==> src/rtl/sseq_pkg.sv <==
package sseq_pkg;

  typedef enum logic [1:0] {
    WM_32  = 2'd0,
    WM_16  = 2'd1,
    WM_8   = 2'd2,
    WM_RSV = 2'd3
  } wmode_e;

  typedef struct packed {
    logic [3:0] dis;  // bit g disables group g
    logic [3:0] op;
  } ctrl_byte_t;

  localparam logic [3:0] OP_CONT = 4'h0;
  localparam logic [3:0] OP_JMPA = 4'h1;

  // log2 of the number of steps packed into one data word
  function automatic logic [1:0] lane_log2(input wmode_e m);
    case (m)
      WM_16:   return 2'd1;
      WM_8:    return 2'd2;
      default: return 2'd0;
    endcase
  endfunction

endpackage

==> src/rtl/sseq_ctrl_dec.sv <==
module sseq_ctrl_dec
  import sseq_pkg::*;
(
  input  logic [7:0] ctrl_rd,
  input  logic [1:0] lg,
  output logic [3:0] grp_en,
  output logic       jmp_op
);

  ctrl_byte_t cb;
  logic [3:0] act;

  always_comb begin
    cb = ctrl_byte_t'(ctrl_rd);
    case (lg)
      2'd1:    act = 4'b0011;
      2'd2:    act = 4'b0001;
      default: act = 4'b1111;
    endcase
    grp_en = ~cb.dis & act;
    jmp_op = (cb.op == OP_JMPA);
  end

endmodule

==> src/rtl/sseq_lane_unpack.sv <==
module sseq_lane_unpack #(
  parameter int WORD_AW = 6,
  localparam int STEP_W = WORD_AW + 2
) (
  input  logic [STEP_W-1:0]  pc,
  input  logic [1:0]         lg,
  input  logic [31:0]        data_rd,
  input  logic [3:0]         grp_en,
  output logic [WORD_AW-1:0] data_addr,
  output logic [31:0]        pins
);

  logic [31:0] raw;

  always_comb begin
    data_addr = WORD_AW'(pc >> lg);
    case (lg)
      2'd1:    raw = {16'h0, pc[0] ? data_rd[31:16] : data_rd[15:0]};
      2'd2:    raw = {24'h0, data_rd[8*pc[1:0] +: 8]};
      default: raw = data_rd;
    endcase
  end

  for (genvar g = 0; g < 4; g++) begin : g_gate
    assign pins[8*g +: 8] = grp_en[g] ? raw[8*g +: 8] : 8'h00;
  end

endmodule

==> src/rtl/sseq_pc.sv <==
module sseq_pc #(
  parameter int WORD_AW = 6,
  localparam int STEP_W = WORD_AW + 2
) (
  input  logic              clk,
  input  logic              srst,
  input  logic              run,
  input  logic [1:0]        lg,
  input  logic              jmp_op,
  input  logic [STEP_W-1:0] rega,
  output logic [STEP_W-1:0] pc,
  output logic              blk_last
);

  logic [STEP_W-1:0] depth_mask, blk_mask, pc_inc, pc_jmp;
  logic              take;

  always_comb begin
    depth_mask = {STEP_W{1'b1}} >> (2'd2 - lg);
    blk_mask   = (STEP_W'(1) << ({1'b0, lg} + 3'd1)) - STEP_W'(1);
    blk_last   = (pc & blk_mask) == blk_mask;
    take       = run & blk_last & jmp_op;
    pc_inc     = (pc + STEP_W'(1)) & depth_mask;
    pc_jmp     = rega & depth_mask & ~blk_mask;
  end

  always_ff @(posedge clk) begin
    if (srst)     pc <= '0;
    else if (run) pc <= take ? pc_jmp : pc_inc;
  end

  p_pc_clear_r1: assert property (@(posedge clk) srst |=> pc == '0);

  p_pc_hold_r2: assert property (@(posedge clk) disable iff (srst)
    !run |=> $stable(pc));

  p_pc_step_r3: assert property (@(posedge clk) disable iff (srst)
    (run && !take) |=> (pc == $past(pc) + STEP_W'(1)) || (pc == '0));

  p_jump_aligned_r7: assert property (@(posedge clk) disable iff (srst)
    (run && take) |=> (pc & $past(blk_mask)) == '0);

endmodule

==> src/rtl/pat_step_seq.sv <==
module pat_step_seq
  import sseq_pkg::*;
#(
  parameter int WORD_AW = 6
) (
  input  logic                 clk,
  input  logic                 srst,
  input  logic                 run,
  input  logic [1:0]           mode,
  input  logic                 rega_we,
  input  logic [WORD_AW+1:0]   rega_wdata,
  output logic [WORD_AW-1:0]   data_addr,
  input  logic [31:0]          data_rd,
  output logic [WORD_AW-2:0]   ctrl_addr,
  input  logic [7:0]           ctrl_rd,
  output logic [31:0]          pins,
  output logic [3:0]           grp_en,
  output logic [WORD_AW+1:0]   step_addr
);

  localparam int STEP_W  = WORD_AW + 2;
  localparam int CTRL_AW = WORD_AW - 1;

  logic [1:0]        lg;
  logic [STEP_W-1:0] rega_q;
  logic [STEP_W-1:0] pc;
  logic              jmp_op;
  logic              blk_last;

  assign lg        = lane_log2(wmode_e'(mode));
  assign ctrl_addr = CTRL_AW'(pc >> ({1'b0, lg} + 3'd1));
  assign step_addr = pc;

  always_ff @(posedge clk) begin
    if (srst)         rega_q <= '0;
    else if (rega_we) rega_q <= rega_wdata;
  end

  sseq_ctrl_dec u_dec (
    .ctrl_rd (ctrl_rd),
    .lg      (lg),
    .grp_en  (grp_en),
    .jmp_op  (jmp_op)
  );

  sseq_pc #(.WORD_AW(WORD_AW)) u_pc (
    .clk      (clk),
    .srst     (srst),
    .run      (run),
    .lg       (lg),
    .jmp_op   (jmp_op),
    .rega     (rega_q),
    .pc       (pc),
    .blk_last (blk_last)
  );

  sseq_lane_unpack #(.WORD_AW(WORD_AW)) u_unpack (
    .pc        (pc),
    .lg        (lg),
    .data_rd   (data_rd),
    .grp_en    (grp_en),
    .data_addr (data_addr),
    .pins      (pins)
  );

  p_rega_clear_r1: assert property (@(posedge clk) srst |=> rega_q == '0);

  p_rega_load_r9: assert property (@(posedge clk) disable iff (srst)
    rega_we |=> rega_q == $past(rega_wdata));

  // one control byte always spans two data words
  p_ctrl_pairs_word_r4: assert property (@(posedge clk) disable iff (srst)
    ctrl_addr == data_addr[WORD_AW-1:1]);

  p_narrow_groups_r6: assert property (@(posedge clk) disable iff (srst)
    (lg != 2'd0) |-> (grp_en[3:2] == 2'b00 && pins[31:16] == 16'h0));

  for (genvar g = 0; g < 4; g++) begin : g_chk
    p_off_group_quiet_r6: assert property (@(posedge clk) disable iff (srst)
      !grp_en[g] |-> pins[8*g +: 8] == 8'h00);
  end

  // a jump only ever leaves from the final step of a block
  p_jump_from_last_r7: assert property (@(posedge clk) disable iff (srst)
    (run && !blk_last) |=> (pc == $past(pc) + STEP_W'(1)) || (pc == '0));

endmodule

==> config.mk <==
export PLATFORM = sky130hd
export DESIGN_NAME = pat_step_seq
export DESIGN_NICKNAME = d
export VERILOG_FILES = /design/src/rtl/sseq_pkg.sv /design/src/rtl/sseq_ctrl_dec.sv /design/src/rtl/sseq_lane_unpack.sv /design/src/rtl/sseq_pc.sv /design/src/rtl/pat_step_seq.sv
export SDC_FILE = /design/constraint.sdc
export NUM_CORES = 1
export LEC_CHECK = 0
export BUFFER_PORTS_ARGS = -buffer_cell sky130_fd_sc_hd__buf_2
export CORE_ASPECT_RATIO = 0.6
export CORE_MARGIN = 2
export CORE_UTILIZATION = 43
export DETAILED_ROUTE_END_ITERATION = 6
export GPL_TIMING_DRIVEN = 0
export PLACE_DENSITY = 0.78
export SLEW_MARGIN = 20
export SYNTH_ARGS = -nofsm -noshare
export SYNTH_HDL_FRONTEND = slang
export SYNTH_SLANG_ARGS = --single-unit
==> constraint.sdc <==
create_clock -name clk -period 2.5 [get_ports clk]
set_input_delay 0.125 -clock clk [delete_from_list [all_inputs] [get_ports clk]]
set_output_delay 0.125 -clock clk [all_outputs]
set_load 0.005 [all_outputs]
# Word level (Yosys, flattened, before mapping)
# Index checks and enable logic that the tools add are counted.
# word_totals
regBits,16
input_bits,54
out_inout_bits,55
word_cells,35
# op_classes
n_addsub,4
eq_ne,6
shift,5
muxes,9
n_bitwise,9
# op_table
operator,n
$pmux W32 S2,1
$mux W8,5
$and A8 B8 Y8,4
$shiftx A32 B6 Y8,1
$mux W16,1
$add A8 B1 Y8 const B,1
$eq A8 B8 Y1,1
$not A8 Y8,1
$pmux W4 S2,1
$shl A1 B3 Y8 const A,1
$shr A8 B2 Y6,1
$shr A8 B2 Y8 const A,1
$shr A8 B3 Y5,1
$sub A8 B2 Y8 const B,1
$and A4 B4 Y4,1
$eq A2 B1 Y1 const B,2
$eq A2 B2 Y1 const B,2
$eq A4 B1 Y1 const B,1
$not A4 Y4,1
$pmux W2 S2,1
$add A2 B1 Y3 const B,1
$and A1 B1 Y1,2
$sub A2 B2 Y2 const A,1

# Depth between registers and ports, before layout
# Gate-level depths: netlist of the first run.
# depth
ltp_word,10
mapped_depth,9
mapped_depth_nobuf,7

# Cells and area by module
# From an unflattened synthesis of the first run, not the netlist that was laid out.
# unflattened
cells_unflattened,302
hier_area_um2,2371.0
# by_module_without_submodules
module,n_inst,cells_each,area_per_inst_um2,seq_area_each_um2
sseq_lane_unpack,1,147,1048.5,0.0
sseq_pc,1,103,813.3,160.2
pat_step_seq,1,45,457.9,160.2
sseq_ctrl_dec,1,7,51.3,0.0

# Least setup slack after synthesis of the first run
# No wires, ideal clock.
# synth_path
path_kind,input-to-reg
from,input port mode[0]
to,register u_pc.pc[7]
setup_ns,0.074
arrival_ns,1.765
t_required_ns,2.426
slack_ns,0.660
cell_stages,7
path_buffers,0
path_cell_list,inv_1 ha_1 nand3b_4 a2111oi_4 nand2_1 or4b_1 a31oi_1
# synth_between
elab_chain_cells,10
elab_cells_between_ends,17
cone_classes,add/sub: 3; eq/ne: 3; shift: 2; mux: 2; bitwise: 7
# synth_rtl
item,line,rtl
from (decl),pat_step_seq.sv:9,"input logic [1:0] mode,"
$eq A2 B2 Y1 / $eq A2 B1 Y1 (equally long branches),sseq_pkg.sv:20,case (m)
$pmux W2 S2 *,sseq_pkg.sv:20,
$add A2 B1 Y3,sseq_pc.sv:20,"blk_mask = (STEP_W'(1) << ({1'b0, lg} + 3'd1)) - STEP_W'(1);"
$shl A1 B3 Y8,sseq_pc.sv:20,
$sub A8 B2 Y8,sseq_pc.sv:20,
$and A8 B8 Y8,sseq_pc.sv:21,blk_last = (pc & blk_mask) == blk_mask;
$eq A8 B8 Y1,sseq_pc.sv:21,
$and A1 B1 Y1 (2 in a row),sseq_pc.sv:22,take = run & blk_last & jmp_op;
$mux W8 *,sseq_pc.sv:29,else if (run) pc <= take ? pc_jmp : pc_inc;
to (signal assigned),sseq_pc.sv:29,
to (decl),sseq_pc.sv:11,"output logic [STEP_W-1:0] pc,"
# Mark *: on every way between the ends. The rest lies on a longest branch, timed or not.
# A chain may end at the register's enable or synchronous reset.

# Final worst setup path of the first run
# layout_path
from,input port mode[0]
to,output port pins[5]
# layout_between
elab_chain_cells,5
elab_cells_between_ends,7
cone_classes,eq/ne: 4; mux: 3
# layout_rtl
item,line,rtl
$eq A2 B2 Y1 / $eq A2 B1 Y1 (equally long branches),sseq_pkg.sv:20,
$pmux W2 S2 *,sseq_pkg.sv:20,
$eq A2 B2 Y1 / $eq A2 B1 Y1 (equally long branches),sseq_lane_unpack.sv:17,case (lg)
$pmux W32 S2 *,sseq_lane_unpack.sv:17,
$mux W8 *,sseq_lane_unpack.sv:25,assign pins[8*g +: 8] = grp_en[g] ? raw[8*g +: 8] : 8'h00;
to (decl),pat_step_seq.sv:16,"output logic [31:0] pins,"
# Marked as above.

==> flow_metrics.env, run 1 <==
export IMPL_drv_cap=0
export IMPL_ant_nets=0
export IMPL_finalHoldWorstSlack_ns=0.110
export IMPL_synth_seq_area_share_pct=18.6
export IMPL_ctsHoldBuffers=0
export IMPL_dp_slack_ns=0.271
export IMPL_initial_utilization_pct=46.0
export IMPL_gp_congestion=0.908
export IMPL_syn_area_per_cell_um2=8.44
export IMPL_wl_um=5510
export IMPL_grt_first_pass_wirelength_um=8740
export IMPL_netlist_instances=204
export IMPL_via_per_inst=5.53
export IMPL_yosysMostFrequentCell="nor2_1"
export IMPL_fin_skew_ns=0.00445
export IMPL_synth_mux_area_share_pct=21.6
export IMPL_peakVddDrop_mv=0.298
export IMPL_relSlewSlack_pct=61.6
export IMPL_dieArea_mm2=0.00454
export IMPL_synth_edff_count=0
export IMPL_synth_simple_area_share_pct=26.7
export IMPL_rsz0062_at_grt="false"
export IMPL_async_reset_ff_share_pct=0
export IMPL_antenna_cells=0
export IMPL_post_synth_instance_area_mm2=0.00172
export IMPL_insertion_delay_ns=0.25
export IMPL_core_area_mm2=0.00374
export IMPL_yosysTopAreaCell="dfxtp_1"
export IMPL_clk_pin_slew_ns=0.06
export IMPL_grt_max_degree=11
export IMPL_ctsResizeCount=0
export IMPL_antenna_found_initial=0
export IMPL_startpoint_type="input port"
export IMPL_vias=1991
export IMPL_synth_compound_area_share_pct=21.4
export IMPL_dp_hpwl_um=4480
export IMPL_p_total_uw=817
export IMPL_io_buffers=105
export IMPL_cts_made_buffers=3
export IMPL_synth_top_area_share_pct=18.6
export IMPL_endpoint_kind="primary output"
export IMPL_drc_errors=0
export IMPL_synth_fp_nets=262
export IMPL_finalMaxSlewViolations=0
export IMPL_fmax_mhz=439
export IMPL_ff2ff_setup_slack_ns=0.60
export IMPL_power_density_mw_per_mm2=346
export IMPL_synth_adder_area_share_pct=2.91
export IMPL_worstPathArrival_ns=2.15
export IMPL_drive_above_1_share_pct=43.8
export IMPL_layout_min_cycle_time_ns=2.28
export IMPL_ys_warn_count=0
export IMPL_synth_seq_cells=16
export IMPL_grt_pass1_vias=1830
export IMPL_drt_iter0_drc=181
export IMPL_clockBufferDepth=2
export IMPL_status="finished, final reports clean"
export IMPL_fin_nets=372
export IMPL_finalSetupViolCount=0
export IMPL_ys_top_cells_by_count="nor2_1, and2_1, dfxtp_1"
export IMPL_cts_setup_buffers=0
export IMPL_setup_tns_ns=0
export IMPL_rows=17
export IMPL_track_usage_pct=24.3
export IMPL_cts_tree="done"
export IMPL_synth_xor_area_share_pct=0
export IMPL_final_util_pct=63.1
export IMPL_cts_htree_levels=1
export IMPL_synth_main_ff_cell="dfxtp_1"
export IMPL_setup_ws_ns=0.221
export IMPL_overflow=0
export IMPL_required_ns=2.38
export IMPL_avgRoutedWirePerCell_um=15.3
export IMPL_min_delay_start="rega_wdata[3]"
export IMPL_dr_pass1_iters=5
export IMPL_syn_to_final_growth_pct=37.2
export IMPL_hold_path_class="in2reg"
export IMPL_critPathLaunch="mode[0]"
export IMPL_die_height_um=53.0
export IMPL_cts_sinks=16
export IMPL_worstPathMaxFanout=10
export IMPL_ioPinCount=109
export IMPL_synth_top_family_by_area="simple AND/OR/NAND/NOR gates"
export IMPL_cellLeakagePower_uw=0.00117
export IMPL_critPathKind="in2out"
export IMPL_synthTopCellsByArea="dfxtp_1, mux4_2, nor2_1"
export IMPL_root_buffer="clkbuf_8"
export IMPL_final_hold_viol_count=0
export IMPL_fp_dieW_um=85.7
export IMPL_post_route_period_util_pct=91.2
export IMPL_tightest_slew_ns=0.577
export IMPL_ys_types=48
export IMPL_r2r_start="u_pc.pc[3]"
==> flip-flops by register name (all words and copies together), names as in the netlist <==
register	flops
rega_q	8
u_pc.pc	8
==> through the flow <==
stage / std cells / cell area, µm²
floorplan: 204 / 1720
global placement: 356 / 2310
detailed placement: 356 / 2310
CTS: 360 / 2360
global route: 360 / 2360
finish: 360 / 2360
==> layer usage <==
layer  track usage, %  vias up  share of wire, %
li1                 -      977                 -
met1             35.7      915                47
met2             37.6       99                43
met3             5.30        0               9.2
met4             2.38        0                 0
met5                0        -                 0
==> final cells by class <==
class,count,area (µm²)
fillers,350,1380
multi-input cells,155,1250
repair buffers,105,526
flip-flops and latches,16,320
plain buffers,25,121
well taps,47,58.8
clock buffers,4,55.1
inverters,8,30.0
==> placed cells by master, fill, tap and decap left out, drive strengths merged, types with 2 or more instances in the layout <==
| cell | instances |
|---|---|
| o32ai | 3 |
| a22o | 3 |
| a22oi | 8 |
| nand3b | 2 |
| nand3 | 5 |
| a222oi | 8 |
| mux4 | 12 |
| nor2b | 4 |
| buf | 117 |
| dfxtp | 16 |
| and3 | 3 |
| nand2 | 10 |
| mux2i | 9 |
| a31oi | 7 |
| inv | 8 |
| nand2b | 2 |
| and2 | 18 |
| ha | 4 |
| nor2 | 32 |
| clkbuf | 17 |
==> cell families after synthesis <==
family / Yosys count
simple gates: 86
compound gates: 43
buf+inv: 33
mux: 22
flops: 16
fa+ha+maj: 4
==> report_power, final <==
| part | switching, µW | total [µW] | internal, µW | leakage (µW) |
|---|---|---|---|---|
| registers | 10.4 | 276 | 266 | 0.000131 |
| logic | 151 | 306 | 155 | 0.00101 |
| clock network | 95.2 | 235 | 140 | 0.0000288 |
==> critical path, cell delays in order <==
cell	delay, ns
buf_2	0.09
inv_1	0.05
ha_1	0.42
clkbuf_1	0.40
a21o_1	0.20
clkbuf_1	0.40
a222oi_1	0.20
nor2_1	0.13
buf_2	0.12
==> final timing paths <==
check                     to  cells after the start
hold reg to reg   u_pc.pc[5]                      2
setup reg to reg  u_pc.pc[7]                      5
setup / recovery     pins[5]                      9
hold / removal     rega_q[3]                      3
Note: power is estimated with default switching activity, not from simulation.
==> inputs of run 2 (changes only) <==
--- a/config.mk
+++ b/config.mk
@@ -9,9 +9,10 @@
 export CORE_ASPECT_RATIO = 0.6
 export CORE_MARGIN = 2
 export CORE_UTILIZATION = 43
+export CTS_CLUSTER_DIAMETER = 50
 export DETAILED_ROUTE_END_ITERATION = 6
 export GPL_TIMING_DRIVEN = 0
-export PLACE_DENSITY = 0.78
+export PLACE_DENSITY = 0.81
 export SLEW_MARGIN = 20
 export SYNTH_ARGS = -nofsm -noshare
 export SYNTH_HDL_FRONTEND = slang
==> flow_metrics.env, run 2 (synthesized netlist as in run 1, its figures left out) <==
export IMPL_max_stage_delay_ns=0.50
export IMPL_dp_slack_ns=0.275
export IMPL_grt_first_pass_wirelength_um=8490
export IMPL_required_ns=2.38
export IMPL_min_path_cells=3
export IMPL_layout_min_cycle_time_ns=2.30
export IMPL_fp_dieW_um=85.7
export IMPL_cts_sinks=16
export IMPL_final_cell_mix="buf_2, nor2_1, and2_1"
export IMPL_initial_utilization_pct=46.0
export IMPL_relSlewSlack_pct=61.5
export IMPL_grt_pass1_vias=1705
export IMPL_peakVddDrop_mv=0.222
export IMPL_startpoint_type="flop"
export IMPL_vias=2029
export IMPL_tightest_slew_ns=0.577
export IMPL_gp_congestion=0.924
export IMPL_cts_setup_buffers=0
export IMPL_r2r_cells=5
export IMPL_syn_to_final_growth_pct=37.2
export IMPL_finalHoldWorstSlack_ns=0.111
export IMPL_drv_cap=0
export IMPL_dieArea_mm2=0.00454
export IMPL_cts_tree="done"
export IMPL_cts_made_buffers=3
export IMPL_dp_hpwl_um=4500
export IMPL_ioPinCount=109
export IMPL_drive_above_1_share_pct=43.8
export IMPL_core_area_mm2=0.00374
export IMPL_ctsResizeCount=0
export IMPL_ant_nets=0
export IMPL_worstPathArrival_ns=2.18
export IMPL_insertion_delay_ns=0.25
export IMPL_endpoint_kind="primary output"
export IMPL_fmax_mhz=434
export IMPL_io_buffers=105
export IMPL_worstPathMaxFanout=10
export IMPL_hold_path_class="in2reg"
export IMPL_clkPwrFrac_pct=28.7
export IMPL_ff2ff_setup_slack_ns=0.52
export IMPL_drt_iter0_drc=241
export IMPL_fin_skew_ns=0.00473
export IMPL_rsz0062_at_grt="false"
export IMPL_switching_share_pct=31.3
export IMPL_final_hold_viol_count=0
export IMPL_p_comb_share_pct=37.4
export IMPL_antenna_cells=0
export IMPL_clk_pin_slew_ns=0.07
export IMPL_crit_chain="buf_1 -> mux4_2 -> a222oi_1 -> nor2_1 -> buf_2"
export IMPL_clockBufferDepth=2
export IMPL_overflow=0
export IMPL_avgRoutedWirePerCell_um=15.5
export IMPL_final_common_cell="buf_2"
export IMPL_cts_htree_levels=1
export IMPL_root_buffer="clkbuf_8"
export IMPL_finalSetupViolCount=0
export IMPL_setup_ws_ns=0.197
export IMPL_drc_errors=0
export IMPL_power_density_mw_per_mm2=346
export IMPL_antenna_found_initial=0
export IMPL_power_internal_uw=561
export IMPL_rows=17
export IMPL_ctsHoldBuffers=0
export IMPL_finalMaxSlewViolations=0
export IMPL_die_height_um=53.0
export IMPL_netSwitchingPower_uw=256
export IMPL_power_frac_seq_pct=33.9
export IMPL_fin_nets=372
export IMPL_status="finished, final reports clean"
export IMPL_via_per_inst=5.64
export IMPL_reg_top3="rega_q x8, u_pc.pc x8"
export IMPL_critPathKind="reg2out"
export IMPL_cp_slowest_cell="buf_1"
export IMPL_wl_um=5590
export IMPL_track_usage_pct=23.9
export IMPL_grt_max_degree=11
export IMPL_setup_tns_ns=0
export IMPL_post_route_period_util_pct=92.1
export IMPL_dr_pass1_iters=5
export IMPL_cellLeakagePower_uw=0.00117
-- run 2: layout make-up --
type                            count  area (µm²)
Fill cell                         353        1380
Multi-Input combinational cell    155        1250
Timing Repair Buffer              105         526
Sequential cell                    16         320
Buffer                             25         121
Tap cell                           47        58.8
Clock buffer                        4        55.1
Inverter                            8        30.0
-- run 2: routing by layer --
layer / track usage, % / routed length [µm]
met5: 0 / 0
met4: 2.91 / 14
met2: 35.5 / 2450
met3: 5.62 / 524
met1: 35.9 / 2600
-- run 2: critical path: cells and delay by family, from the launching register on --
kind / cells / cell delay [ns]
buffers and inverters: 2 / 0.65
DFF: 1 / 0.49
muxes: 1 / 0.39
AOI/OAI and AO/OA: 1 / 0.31
and+or+nand+nor: 1 / 0.07
-- run 2: per-stage QoR --
step                util [%]  instances  total power [µW]  cell area, µm²
global placement        61.6        356               580            2310
detailed placement      61.6        356               586            2310
finish                  63.1        360               816            2360
global route            63.1        360               868            2360
CTS                     63.1        360               816            2360
floorplan                  -        204               459            1720
-- run 2: power by group through the flow --
| stage | combinational (µW) | sequential, µW | clock, µW |
|---|---|---|---|
| after global routing | 337 | 277 | 254 |
| after global placement | 299 | 281 | 0 |
| final | 306 | 277 | 234 |
| after CTS | 305 | 276 | 235 |
| after detailed placement | 305 | 282 | 0 |
| after floorplan | 181 | 278 | 0 |
-- run 2: worst paths after layout --
kind | end | startpoint
worst min register to register | u_pc.pc[5] | rega_q[5]
worst max register to register | u_pc.pc[7] | u_pc.pc[1]
worst min-delay path | rega_q[5] | rega_wdata[5]
worst max-delay path | pins[7] | u_pc.pc[1]
